===== src/rtl/memmap_pkg.sv =====
package memmap_pkg;
  typedef struct packed {
    logic ram;
    logic ee;
    logic ext;
  } sel_t;

  localparam sel_t SEL_NONE = '{ram: 1'b0, ee: 1'b0, ext: 1'b0};
endpackage


===== src/rtl/remap_reg.sv =====
module remap_reg #(
  parameter int PART_W = 4
) (
  input  logic              clk,
  input  logic              rst,
  input  logic              we,
  input  logic [PART_W-1:0] wdata,
  output logic [PART_W-1:0] q
);
  always_ff @(posedge clk) begin
    if (rst)     q <= '0;
    else if (we) q <= wdata;
  end

  AST_REMAP_LOAD: assert property (@(posedge clk) disable iff (rst)
    we |=> (q == $past(wdata)));
  AST_REMAP_HOLD: assert property (@(posedge clk) disable iff (rst)
    !we |=> $stable(q));
endmodule


===== src/rtl/addr_former.sv =====
module addr_former #(
  parameter int ADDR_W = 16,
  parameter int PART_W = 4,
  parameter int PAGE_W = 8
) (
  input  logic [ADDR_W-1:0] cpu_addr,
  input  logic              direct_mode,
  input  logic [PART_W-1:0] remap,
  output logic [ADDR_W-1:0] eff_addr
);
  localparam int MID_W = ADDR_W - PART_W - PAGE_W;

  always_comb begin
    if (direct_mode) eff_addr = {remap, {MID_W{1'b0}}, cpu_addr[PAGE_W-1:0]};
    else             eff_addr = cpu_addr;
  end
endmodule


===== src/rtl/region_decode.sv =====
module region_decode
  import memmap_pkg::*;
#(
  parameter int              ADDR_W  = 16,
  parameter int              PART_W  = 4,
  parameter int              PAGE_W  = 8,
  parameter logic [15:0]     EE_BASE = 16'hB600,
  parameter int              EE_LOG2 = 9
) (
  input  logic [ADDR_W-1:0] addr,
  input  logic [PART_W-1:0] remap,
  output sel_t              sel
);
  localparam int MID_LO = PAGE_W;
  localparam int MID_HI = ADDR_W - PART_W - 1;
  localparam logic [ADDR_W-1:0] EE_B = ADDR_W'(EE_BASE);

  logic ram_hit;
  logic ee_hit;

  always_comb begin
    ram_hit = (addr[ADDR_W-1 -: PART_W] == remap) && (addr[MID_HI:MID_LO] == '0);
    ee_hit  = (addr[ADDR_W-1:EE_LOG2] == EE_B[ADDR_W-1:EE_LOG2]);
    sel     = SEL_NONE;
    if (ram_hit)     sel.ram = 1'b1;
    else if (ee_hit) sel.ee  = 1'b1;
    else             sel.ext = 1'b1;
  end
endmodule


===== src/rtl/memmap_decoder.sv =====
module memmap_decoder
  import memmap_pkg::*;
#(
  parameter int          ADDR_W  = 16,
  parameter int          PART_W  = 4,
  parameter int          PAGE_W  = 8,
  parameter logic [15:0] EE_BASE = 16'hB600,
  parameter int          EE_LOG2 = 9
) (
  input  logic              clk,
  input  logic              rst,
  input  logic [ADDR_W-1:0] cpu_addr,
  input  logic              direct_mode,
  input  logic              remap_we,
  input  logic [PART_W-1:0] remap_wdata,
  output logic [ADDR_W-1:0] eff_addr,
  output logic              ram_sel,
  output logic              eeprom_sel,
  output logic              ext_sel
);
  localparam int MID_HI = ADDR_W - PART_W - 1;
  localparam logic [ADDR_W-1:0] EE_B  = ADDR_W'(EE_BASE);
  localparam logic [ADDR_W-1:0] EE_HI = EE_B + ADDR_W'((1 << EE_LOG2) - 1);

  logic [PART_W-1:0] remap_q;
  logic [ADDR_W-1:0] eff_c;
  sel_t              sel_c;
  sel_t              sel_q;

  remap_reg #(.PART_W(PART_W)) u_remap (
    .clk   (clk),
    .rst   (rst),
    .we    (remap_we),
    .wdata (remap_wdata),
    .q     (remap_q)
  );

  addr_former #(.ADDR_W(ADDR_W), .PART_W(PART_W), .PAGE_W(PAGE_W)) u_form (
    .cpu_addr    (cpu_addr),
    .direct_mode (direct_mode),
    .remap       (remap_q),
    .eff_addr    (eff_c)
  );

  region_decode #(
    .ADDR_W(ADDR_W), .PART_W(PART_W), .PAGE_W(PAGE_W),
    .EE_BASE(EE_BASE), .EE_LOG2(EE_LOG2)
  ) u_dec (
    .addr  (eff_c),
    .remap (remap_q),
    .sel   (sel_c)
  );

  always_ff @(posedge clk) begin
    if (rst) begin
      eff_addr <= '0;
      sel_q    <= SEL_NONE;
    end else begin
      eff_addr <= eff_c;
      sel_q    <= sel_c;
    end
  end

  assign ram_sel    = sel_q.ram;
  assign eeprom_sel = sel_q.ee;
  assign ext_sel    = sel_q.ext;

  AST_RESET_CLEAR: assert property (@(posedge clk)
    rst |=> (!ram_sel && !eeprom_sel && !ext_sel && eff_addr == '0));
  AST_ONE_SELECT: assert property (@(posedge clk)
    $onehot0({ram_sel, eeprom_sel, ext_sel}));
  AST_DIRECT_RAM: assert property (@(posedge clk) disable iff (rst)
    direct_mode |=> ram_sel);
  AST_RAM_PAGE: assert property (@(posedge clk) disable iff (rst)
    ram_sel |-> (eff_addr[MID_HI:PAGE_W] == '0));
  AST_EE_WINDOW: assert property (@(posedge clk) disable iff (rst)
    eeprom_sel |-> (eff_addr >= EE_B && eff_addr <= EE_HI));
  AST_PASS_ADDR: assert property (@(posedge clk) disable iff (rst)
    !direct_mode |=> (eff_addr == $past(cpu_addr)));
endmodule


===== config.mk =====
export PLATFORM = sky130hd
export DESIGN_NAME = memmap_decoder
export DESIGN_NICKNAME = d
export VERILOG_FILES = /design/src/rtl/memmap_pkg.sv /design/src/rtl/remap_reg.sv /design/src/rtl/addr_former.sv /design/src/rtl/region_decode.sv /design/src/rtl/memmap_decoder.sv
export SDC_FILE = /design/constraint.sdc
export NUM_CORES = 1
export LEC_CHECK = 0
export ABC_AREA = 1
export BUFFER_PORTS_ARGS = -buffer_cell sky130_fd_sc_hd__buf_2
export CELL_PAD_IN_SITES_DETAIL_PLACEMENT = 1
export CELL_PAD_IN_SITES_GLOBAL_PLACEMENT = 1
export CORE_MARGIN = 2
export CORE_UTILIZATION = 30
export CTS_CLUSTER_SIZE = 14
export DETAILED_ROUTE_END_ITERATION = 10
export GPL_ROUTABILITY_DRIVEN = 0
export PLACE_DENSITY_LB_ADDON = 0.05
export SETUP_SLACK_MARGIN = 0.2
export SYNTH_ARGS = -nofsm -noshare
export SYNTH_HDL_FRONTEND = slang
export SYNTH_SLANG_ARGS = --single-unit

===== constraint.sdc =====
create_clock -name clk -period 1.1 [get_ports clk]
set_input_delay 0.11 -clock clk [delete_from_list [all_inputs] [get_ports clk]]
set_output_delay 0.11 -clock clk [all_outputs]
set_load 0.02 [all_outputs]

After elaboration in Yosys (flattened, before gate mapping)
Cells that the tools add are included.
{"block": "op_classes", "n_reduce_logical": 3, "eq_ne": 2, "mux": 4}
{"cell": "2-to-1 mux 16 bit", "n": 1}
{"cell": "== test 7 bit (second input constant)", "n": 1}
{"cell": "== test 4 bit", "n": 1}
{"cell": "zero test 4 bit", "n": 1}
{"cell": "2-to-1 mux 1 bit", "n": 3}
{"cell": "OR reduction 2 bit", "n": 1}
{"cell": "logical AND 1 bit", "n": 1}
{"block": "totals", "in_bits": 24, "elab_cells": 14, "regBits": 23, "out_inout_bits": 19}

Logic depth before layout (Yosys ltp)
{"block": "depth", "word_depth": 4, "mapped_depth": 8, "ltp_nobuf": 7}

By module
From an unflattened synthesis, not the netlist that was laid out.
{"block": "hier_totals", "cells_unflattened": 139, "area_unflattened_um2": 988.4}
{"mod": "memmap_decoder", "area_each_um2": 549.3, "seq_area_each_um2": 380.4, "n_inst": 1, "cells_per_inst": 59}
{"mod": "remap_reg", "area_each_um2": 172.7, "seq_area_each_um2": 80.1, "n_inst": 1, "cells_per_inst": 26}
{"mod": "addr_former", "area_each_um2": 150.1, "seq_area_each_um2": 0.0, "n_inst": 1, "cells_per_inst": 30}
{"mod": "region_decode", "area_each_um2": 116.4, "seq_area_each_um2": 0.0, "n_inst": 1, "cells_per_inst": 24}

Worst setup path after synthesis
OpenSTA, ideal clock, no wires.
{"block": "synth_timing", "path_type": "reg-to-reg", "startpoint": "reg u_remap.q[0]", "endpoint": "reg sel_q, in the netlist ext_sel", "stages_incl_launch_ff": 8, "period_less_slack_ps": 894, "arrival_ps": 781, "setup_slack_ps": 206, "path_buffers": 0, "t_required_ps": 987, "cell_sequence": "dfxtp_1 -> inv_1 -> nor2_1 -> nor2_2 -> nor2_2 -> nand2_2 -> nand2_2 -> nor2_1"}
{"block": "synth_between", "elab_chain_len": 4}
{"element": "start, declared", "line": "remap_reg.sv:8", "rtl": "output logic [PART_W-1:0] q"}
{"element": "start signal, assigned", "line": "remap_reg.sv:12", "rtl": "else if (we) q <= wdata;"}
{"element": "2-to-1 mux 16 bit", "line": "addr_former.sv:14", "rtl": "if (direct_mode) eff_addr = {remap, {MID_W{1'b0}}, cpu_addr[PAGE_W-1:0]};"}
{"element": "== test 4 bit", "line": "region_decode.sv:22", "rtl": "ram_hit = (addr[ADDR_W-1 -: PART_W] == remap) && (addr[MID_HI:MID_LO] == '0);"}
{"element": "logical AND 1 bit", "line": "region_decode.sv:22"}
{"element": "OR reduction 2 bit (no source line)"}
{"element": "end signal, assigned", "line": "memmap_decoder.sv:60", "rtl": "sel_q <= sel_c;"}
{"element": "end, declared", "line": "memmap_decoder.sv:28", "rtl": "sel_t sel_q;"}
Parallel ways exist; a longest one is shown, timed or not.
A chain may end at the register's enable or synchronous reset.

Worst setup path in the final report
{"block": "layout_timing", "startpoint": "reg u_remap.q[3]", "endpoint": "reg sel_q, in the netlist eeprom_sel"}
The elaborated chain is that of the path after synthesis.

==> run metrics <==
status finished, final reports clean; LEAKAGE 0.703 nW; Post-Syn Nets 132; Critical Path Start Type flip-flop; Min Hold Slack 0.0134 ns; DRC viols 0; Yosys top cell by area dfxtp_1; Worst Hold Class input pin to flip-flop; number of cell rows 19; synth-to-layout area growth 67.1%; arrival time worst endpoint 1.21 ns; worst slew pin tran 0.218 ns; crit-path max FO 2; htree depth 1; Reg area 489 um^2; Pwr Density 1170 nW/um^2; Die Span Y 57.5 um; total core area 2730 um^2; antenna viol nets, final 0; vias in the first global route 829; vias 877; Initial DRC Count 6; CP cell instances buf_6 > nand2_2 > nand3_2 > nor2_2 > nand2_2 > nand2_2 > nor2_1; final hold violation count 0; final worst path period need 0.982 ns; largest net degree at the start of global routing 15; Top delay family on crit path simple AND/OR/NAND/NOR gates; Yosys reg bits 23; Max Slew Vio Count 0; CP Capture Type flip-flop; top post-synthesis cells by count dfxtp_1 (23), nor2_1 (23), inv_1 (16), nand2_1 (8); diode count 0; I/O pin cnt 43; multi-input logic area 342 um^2; Top cell by count, worst path nand2_2; synth top area cells dfxtp_1 (54%), nor2_1 (10%), inv_1 (7.0%); gr usage total 13.8%; cts bufs inserted 3; VDD IR max 672 uV; highest-delay cell along the critical path dfxtp_4; Final Non-Filler Cells 196; post-synthesis sequential area ratio 53.6%; die area 3310 um^2; Reg clk slew, reported paths 0.13 ns; CTS tree built; ys flop type dfxtp_1; Synth warnings 0; final setup violating endpoints 0; mapped cell area 860 um^2; Initial Utilization 31.4%; placed cells 181; WP data required 1.32 ns; remaining global-route overflow 0; wire length per cell 12.7 um; Fillers 304; overall die width 57.5 um; RSZ-0062 raised after global routing yes; final setup TNS 0 ns; max incr delay on CP 0.38 ns; global-route wire length before repair 3520 um; Layout Nets 190; clk buf depth 2; Yosys cell types 21; initial antenna violation count 0; ys async rst share 0%; Post-synth EDFFs 0; Final Cycle Share 89.3%; placed wire-length estimate 1560 um; share of cells above drive strength 1 56.4%; Slew HR 85.3%; area share of the largest cell type after synthesis 53.6%; Worst-Skew Late Latency 0.31 ns; count of clock tree sinks 23; Max-cap violations 0; 1st-pass router iterations 2; CP Class flip-flop to flip-flop; skew final 0.00176 ns; mean post-synth cell area 7.96 um^2; Buffers on Ports 42; Cells after Synth 108; fmax 1020 MHz; final WL 2490 um; CP Buf/Inv Count 1; clock root cell clkbuf_4; via/cell ratio 4.47
==> state kept, by name, summed over array words and instances (netlist names) <==
| name | flops |
|---|---|
| u_remap.q | 4 |
| eeprom_sel | 1 |
| ext_sel | 1 |
| eff_addr | 16 |
| ram_sel | 1 |
==> stage by stage <==
| step | utilization, % | setup WS (ns) | instance area, um^2 | power, mW |
|---|---|---|---|---|
| after floorplan | - | 0.206 | 860 | 1.08 |
| after global placement | 41.1 | 0.0786 | 1120 | 1.19 |
| after detailed placement | 41.1 | 0.0338 | 1120 | 1.20 |
| after CTS | 48.2 | 0.117 | 1320 | 1.65 |
| after global routing | 52.5 | 0.0664 | 1440 | 1.79 |
| final | 52.5 | 0.118 | 1440 | 1.68 |
==> worst register-to-register path: stages, from the launching register on <==
cell	delay (ns)
dfxtp_4	0.38
buf_6	0.11
nand2_2	0.06
nand3_2	0.06
nor2_2	0.09
nand2_2	0.08
nand2_2	0.07
nor2_1	0.05
==> where the power goes <==
part	switching [mW]	internal, mW
combinational	0.192	0.184
clock	0.260	0.136
sequential	0.0242	0.887
total	0.476	1.21
==> final timing paths <==
check | from | endpoint | slack (ns) | cells past startpoint
setup / recovery | u_remap.q[3] | eeprom_sel | 0.12 | 7
hold / removal | cpu_addr[11] | eff_addr[11] | 0.01 | 3
setup reg to reg | u_remap.q[3] | eeprom_sel | 0.12 | 7
hold reg to reg | u_remap.q[0] | u_remap.q[0] | 0.50 | 2
==> routing by layer <==
metal	up-vias	GRT usage [%]	part of all wire, %
met1	398	15.0	36
met5	-	0	0
met3	5	2.95	5.8
met4	0	5.98	1.4
li1	445	-	-
met2	29	25.3	57
==> cell usage in the layout (no fill, tap or decap), drive strengths merged <==
master       synthesis  routed
nor2b                1       1
dfxtp               23      23
o21ai                8       8
a21oi                7       7
nand3                7       7
nand4                1       1
clkinv               0       1
nand2               11      11
buf                  3      47
clkbuf               0       3
nor2                28      28
dlygate4sd3          0       9
nor3                 1       1
inv                 18      18
==> logic make-up (layout without fill, tap and decap cells) <==
kind of cell    count (synthesis)  count (layout)  synth area share, %
compound gates                 15              15                 9.61
buf+inv                        21              78                 10.2
flops                          23              23                 53.6
simple gates                   49              49                 26.6
==> area by class of cell <==
type                       instances  area share (%)
tap                               31            2.70
timing repair buffer              56            32.7
inverter                          18            4.88
sequential                        23            34.1
multi-input combinational         64            23.8
clock inverter                     1           0.348
clock buffer                       3            1.57
==> what timing repair did <==
action | 4_1_cts | 5_1_grt
setup endpoints to repair | 19 | 22
hold buffers | 7 | 2
setup buffers | 2 | 0
endpoints found under the hold margin | 7 | 2
pin swaps | 7 | 7
resized for setup | 31 | 39
Note: power is estimated with default switching activity, not from simulation.
